===== config.mk =====
export PLATFORM = sky130hd
export DESIGN_NAME = pgflash_rd_ctrl
export DESIGN_NICKNAME = d
export VERILOG_FILES = /design/src/rtl/pgf_pkg.sv /design/src/rtl/pgf_page_track.sv /design/src/rtl/pgf_wait_cnt.sv /design/src/rtl/pgf_idle_cnt.sv /design/src/rtl/pgflash_rd_ctrl.sv
export SDC_FILE = /design/constraint.sdc
export NUM_CORES = 1
export LEC_CHECK = 0
export ABC_AREA = 1
export BUFFER_PORTS_ARGS = -buffer_cell sky130_fd_sc_hd__buf_4
export CAP_MARGIN = 0
export CORE_MARGIN = 2
export CORE_UTILIZATION = 43
export CTS_BUF_LIST = sky130_fd_sc_hd__clkbuf_8 sky130_fd_sc_hd__clkbuf_16
export DETAILED_ROUTE_END_ITERATION = 12
export PLACE_DENSITY = 0.86
export SLEW_MARGIN = 20
export SYNTH_ARGS = -nofsm -noshare
export SYNTH_HDL_FRONTEND = slang
export SYNTH_SLANG_ARGS = --single-unit

===== constraint.sdc =====
create_clock -name clk -period 1.1 [get_ports clk]
set_input_delay 0.11 -clock clk [delete_from_list [all_inputs] [get_ports clk]]
set_output_delay 0.11 -clock clk [all_outputs]
set_load 0.01 [all_outputs]

===== src/rtl/pgf_pkg.sv =====
package pgf_pkg;

    localparam int WORD_SEL_W = 3;

    typedef enum logic [0:0] {
        ST_IDLE = 1'b0,
        ST_WAIT = 1'b1
    } rd_state_e;

    function automatic int access_cycles(input logic hit, input int t_init, input int t_page);
        return hit ? t_page : t_init;
    endfunction

endpackage


===== src/rtl/pgf_page_track.sv =====
module pgf_page_track #(
    parameter int PG_W = 5
) (
    input  logic            clk,
    input  logic            rst,
    input  logic [PG_W-1:0] req_page,
    input  logic            open_load,
    input  logic            open_drop,
    output logic            page_hit
);
    logic            open_q;
    logic [PG_W-1:0] page_q;

    always_ff @(posedge clk) begin
        if (rst) begin
            open_q <= 1'b0;
            page_q <= '0;
        end else if (open_load) begin
            open_q <= 1'b1;
            page_q <= req_page;
        end else if (open_drop) begin
            open_q <= 1'b0;
        end
    end

    assign page_hit = open_q && (page_q == req_page);
endmodule


===== src/rtl/pgf_wait_cnt.sv =====
module pgf_wait_cnt #(
    parameter int CNT_W = 3
) (
    input  logic             clk,
    input  logic             rst,
    input  logic             load,
    input  logic [CNT_W-1:0] load_val,
    output logic             expired
);
    logic [CNT_W-1:0] cnt_q;

    always_ff @(posedge clk) begin
        if (rst)
            cnt_q <= '0;
        else if (load)
            cnt_q <= load_val;
        else if (cnt_q != '0)
            cnt_q <= cnt_q - CNT_W'(1);
    end

    assign expired = (cnt_q == CNT_W'(1));
endmodule


===== src/rtl/pgf_idle_cnt.sv =====
module pgf_idle_cnt #(
    parameter int IDLE_TO = 8,
    parameter int IDLE_W  = 4
) (
    input  logic clk,
    input  logic rst,
    input  logic run,
    output logic timeout
);
    logic [IDLE_W-1:0] cnt_q;

    assign timeout = run && (cnt_q == IDLE_W'(IDLE_TO - 1));

    always_ff @(posedge clk) begin
        if (rst || !run || timeout)
            cnt_q <= '0;
        else
            cnt_q <= cnt_q + IDLE_W'(1);
    end
endmodule


===== src/rtl/pgflash_rd_ctrl.sv =====
module pgflash_rd_ctrl
    import pgf_pkg::*;
#(
    parameter int ADDR_W  = 10,
    parameter int DATA_W  = 16,
    parameter int T_INIT  = 6,
    parameter int T_PAGE  = 2,
    parameter int IDLE_TO = 8
) (
    input  logic              clk,
    input  logic              rst,
    input  logic              req_valid,
    input  logic [ADDR_W-1:0] req_addr,
    output logic              req_ready,
    output logic              rd_valid,
    output logic [DATA_W-1:0] rd_data,
    output logic [ADDR_W-1:0] fl_addr,
    input  logic [DATA_W-1:0] fl_dq,
    output logic              fl_ce_n,
    output logic              fl_oe_n,
    output logic              fl_we_n
);
    localparam int PG_W   = ADDR_W - WORD_SEL_W;
    localparam int CNT_W  = $clog2(T_INIT + 1);
    localparam int IDLE_W = $clog2(IDLE_TO + 1);

    rd_state_e         state_q;
    logic              ce_n_q, oe_n_q, vld_q;
    logic [ADDR_W-1:0] addr_q;
    logic [DATA_W-1:0] data_q;

    logic              accept, page_hit, wait_done, idle_expire;
    logic [CNT_W-1:0]  delay_val;

    assign accept    = (state_q == ST_IDLE) && req_valid;
    assign delay_val = CNT_W'(access_cycles(page_hit, T_INIT, T_PAGE));

    pgf_page_track #(.PG_W(PG_W)) u_track (
        .clk       (clk),
        .rst       (rst),
        .req_page  (req_addr[ADDR_W-1:WORD_SEL_W]),
        .open_load (accept),
        .open_drop (idle_expire),
        .page_hit  (page_hit)
    );

    pgf_wait_cnt #(.CNT_W(CNT_W)) u_wait (
        .clk      (clk),
        .rst      (rst),
        .load     (accept),
        .load_val (delay_val),
        .expired  (wait_done)
    );

    pgf_idle_cnt #(.IDLE_TO(IDLE_TO), .IDLE_W(IDLE_W)) u_idle (
        .clk     (clk),
        .rst     (rst),
        .run     ((state_q == ST_IDLE) && !ce_n_q && !req_valid),
        .timeout (idle_expire)
    );

    always_ff @(posedge clk) begin
        if (rst) begin
            state_q <= ST_IDLE;
            ce_n_q  <= 1'b1;
            oe_n_q  <= 1'b1;
            vld_q   <= 1'b0;
            addr_q  <= '0;
            data_q  <= '0;
        end else begin
            vld_q <= 1'b0;
            case (state_q)
                ST_IDLE: begin
                    if (accept) begin
                        addr_q  <= req_addr;
                        ce_n_q  <= 1'b0;
                        oe_n_q  <= 1'b0;
                        state_q <= ST_WAIT;
                    end else if (idle_expire) begin
                        ce_n_q <= 1'b1;
                    end
                end
                ST_WAIT: begin
                    if (wait_done) begin
                        data_q  <= fl_dq;
                        vld_q   <= 1'b1;
                        oe_n_q  <= 1'b1;
                        state_q <= ST_IDLE;
                    end
                end
                default: state_q <= ST_IDLE;
            endcase
        end
    end

    assign req_ready = (state_q == ST_IDLE);
    assign rd_valid  = vld_q;
    assign rd_data   = data_q;
    assign fl_addr   = addr_q;
    assign fl_ce_n   = ce_n_q;
    assign fl_oe_n   = oe_n_q;
    assign fl_we_n   = 1'b1;
endmodule


==> results.cfg <==
[power]
power.total_mw = 3.57
p_switching_mw = 1.13
clkPwrFrac = 0.267
ir_drop_mv = 0.873
power.leakage_nw = 1.20
power_frac_comb = 0.286
sequentialPowerShare = 0.447
swShare = 0.317
internal_power_mw = 2.44
power-per-cell-area_mw_per_mm2 = 1490

[timing]
setup_viol = 0
rsz0062_at_grt = yes
report.final.slew_viol_count = 0
post-route-period-util = 0.997
fin_skew_ps = 6.35
fmax_ghz = 0.912
min_period_ps = 1100
hold_viol_final = 0

[placed_design]
post_dp_cell_area_mm2 = 0.00205
gp_congestion = 0.786
port_buffers = 58
hpwl_um = 2520

[drt]
drtIter0Drc = 31
post_drt_wl_per_cell_um = 11.4
drt_pass1_iterations = 4
final_antenna_net_count = 0
drc = 0
vias = 1523
wl_um = 3800
vias_per_cell = 4.59

[global_route]
grt_usage = 0.178
grt_pass1_vias = 1422
grt_max_degree = 18
antenna_found_initial = 0
grt_first_pass_wirelength_um = 5840
gr-total-overflow = 0

[cts]
clkLatencyLatePin_ps = 290
cts_root_buf = clkbuf_8
clk_pin_slew_ps = 80
htree_levels = 2
clkSinkCount = 38
cts_buffers = 5
cts.path.max_buffers = 2
cts_tree = yes

[floorplanning]
core_mm2 = 0.00342
fp.dieW_um = 64.2
io_pins = 60
floorplan.initialDensity = 0.457
fp.dieH_um = 64.2
dieArea_mm2 = 0.00413
rows = 21

[setup_path]
critical_path_required_ps = 1290
endpoint_kind = flop
cp.arrival_ps = 1290
startpoint_type = flop
critPathKind = reg2reg
crit_fanout = 8

[outcome]
status = complete, no violations

[cells_and_area]
antenna_cells = 0
layout_common_cells = nand2_1 (69), buf_4 (65), dfxtp_1 (33)
nNetsFinal = 318
fin_area_mm2 = 0.00240
layout_commonest_cell = nand2_1
drive_above_1_share = 0.444
area_growth_pct = 54.1

[synthesis]
synth-simple-area-share = 0.293
synth.area.mux_share = 0
synth.area.top_cells = dfxtp_1 (49%), nand2_1 (20%), inv_1 (4.6%)
synth.net_count = 243
syn_area_mm2 = 0.00156
yosysWarnings = 0
synth_top_family_by_area = simple AND/OR/NAND/NOR gates
synth_seq_cells = 38
synth-xor-area-share = 0.0112
ys_seq_area_frac = 0.488
syn_inst = 210
synth_compound_area_frac = 0.0794
synth_top_cell_by_area = dfxtp_1
synth.top_cell.area_share = 0.488
synthAdderAreaFrac = 0.0321
synthDistinctLibCells = 24
syn_avg_cell_area_um2 = 7.43

[run]
cap_violations = 0

[hold_path]
holdCritPathClass = in2reg
metrics by stage:
step           setup slack (ps)  hold slack, ps  std cells  TNS [ps]  utilization
3_5_place_dp              -87.1             290        315     -1340        0.600
2_1_floorplan              9.90             179        210         0            -
3_3_place_gp              -26.6             289        315      -204        0.600
4_1_cts                   -22.2            1.37        326      -130        0.645
5_1_grt                   -40.5            1.49        332      -368        0.704
6_report                   3.17            1.86        332         0        0.704
flip-flops by register name (all words and copies together) (netlist names), 3 cells and up:
signal	flops
u_wait.cnt_q	3
rd_data	16
fl_addr	6
u_idle.cnt_q	4
u_track.page_q	4
critical path, cell delays in order (launching register included):
cell	delay [ps]
dfxtp_2	360
inv_4	50
ha_4	160
nand4_1	90
buf_6	160
inv_4	70
nand2_1	60
nand2_1	40
routing by layer:
layer  GRT usage  vias to the layer above  routed length, µm
li1            -                      796                  -
met1       0.202                      676               1570
met2       0.320                       46               2000
met3      0.0528                        5                195
met4      0.0559                        0                 39
met5           0                        -                  0
cells in the mapped netlist:
library cell,n
dfxtp_1,38
ha_1,4
o21ai_0,4
xnor2_1,1
or2_2,1
nand2_1,83
a21oi_2,1
nand3_1,7
o21ai_2,4
xor2_1,1
buf_4,2
nand4_1,1
nor2_1,19
o21ai_1,3
buf_2,1
buf_6,2
inv_1,19
conb_1,1
buf_8,1
nand3_2,1
inv_2,5
nor3_1,1
nand2_4,1
a21oi_1,9
path summary, 6_finish.rpt:
| check | slack [ps] | startpoint | end | cells after the start |
|---|---|---|---|---|
| min reg2reg | 460 | rd_data[6] | rd_data[6] | 2 |
| max reg2reg | 3 | u_wait.cnt_q[1] | rd_data[14] | 7 |
| max | 3 | u_wait.cnt_q[1] | rd_data[14] | 7 |
| min | 2 | fl_dq[3] | rd_data[3] | 3 |
cell families (layout without fill, tap and decap cells):
kind of cell	after synthesis	in the layout
simple gates	114	114
other cells	1	1
fa+ha+maj	4	4
flops	38	38
buf+inv	30	106
compound gates	21	21
xor+xnor	2	2
power by group through the flow:
stage / logic [mW] / clock network (mW) / registers (mW)
after floorplan: 0.383 / 0 / 1.62
after global placement: 0.687 / 0 / 1.59
after detailed placement: 0.712 / 0 / 1.60
after CTS: 0.757 / 0.964 / 1.57
after global routing: 1.12 / 1.04 / 1.61
final: 1.02 / 0.955 / 1.60
cell type report:
cell class	count	area [µm²]
Fill cell	298	1010
Multi-Input combinational cell	142	806
Sequential cell	38	772
Timing Repair Buffer	70	541
Inverter	24	110
Clock buffer	5	68.8
Tap cell	46	57.6
Timing Repair inverter	4	27.5
Clock inverter	3	21.3
timing repair:
item / 4_1_cts / 5_1_grt
endpoints found under the setup margin: 23 / 35
hold buffers: 3 / 0
pin swaps: 1 / 12
gates resized for setup: 10 / 52
hold endpoints to repair: 3 / 0
gates cloned: 0 / 4
setup buffers: 0 / 2
Power figures use the tool's default switching activity.
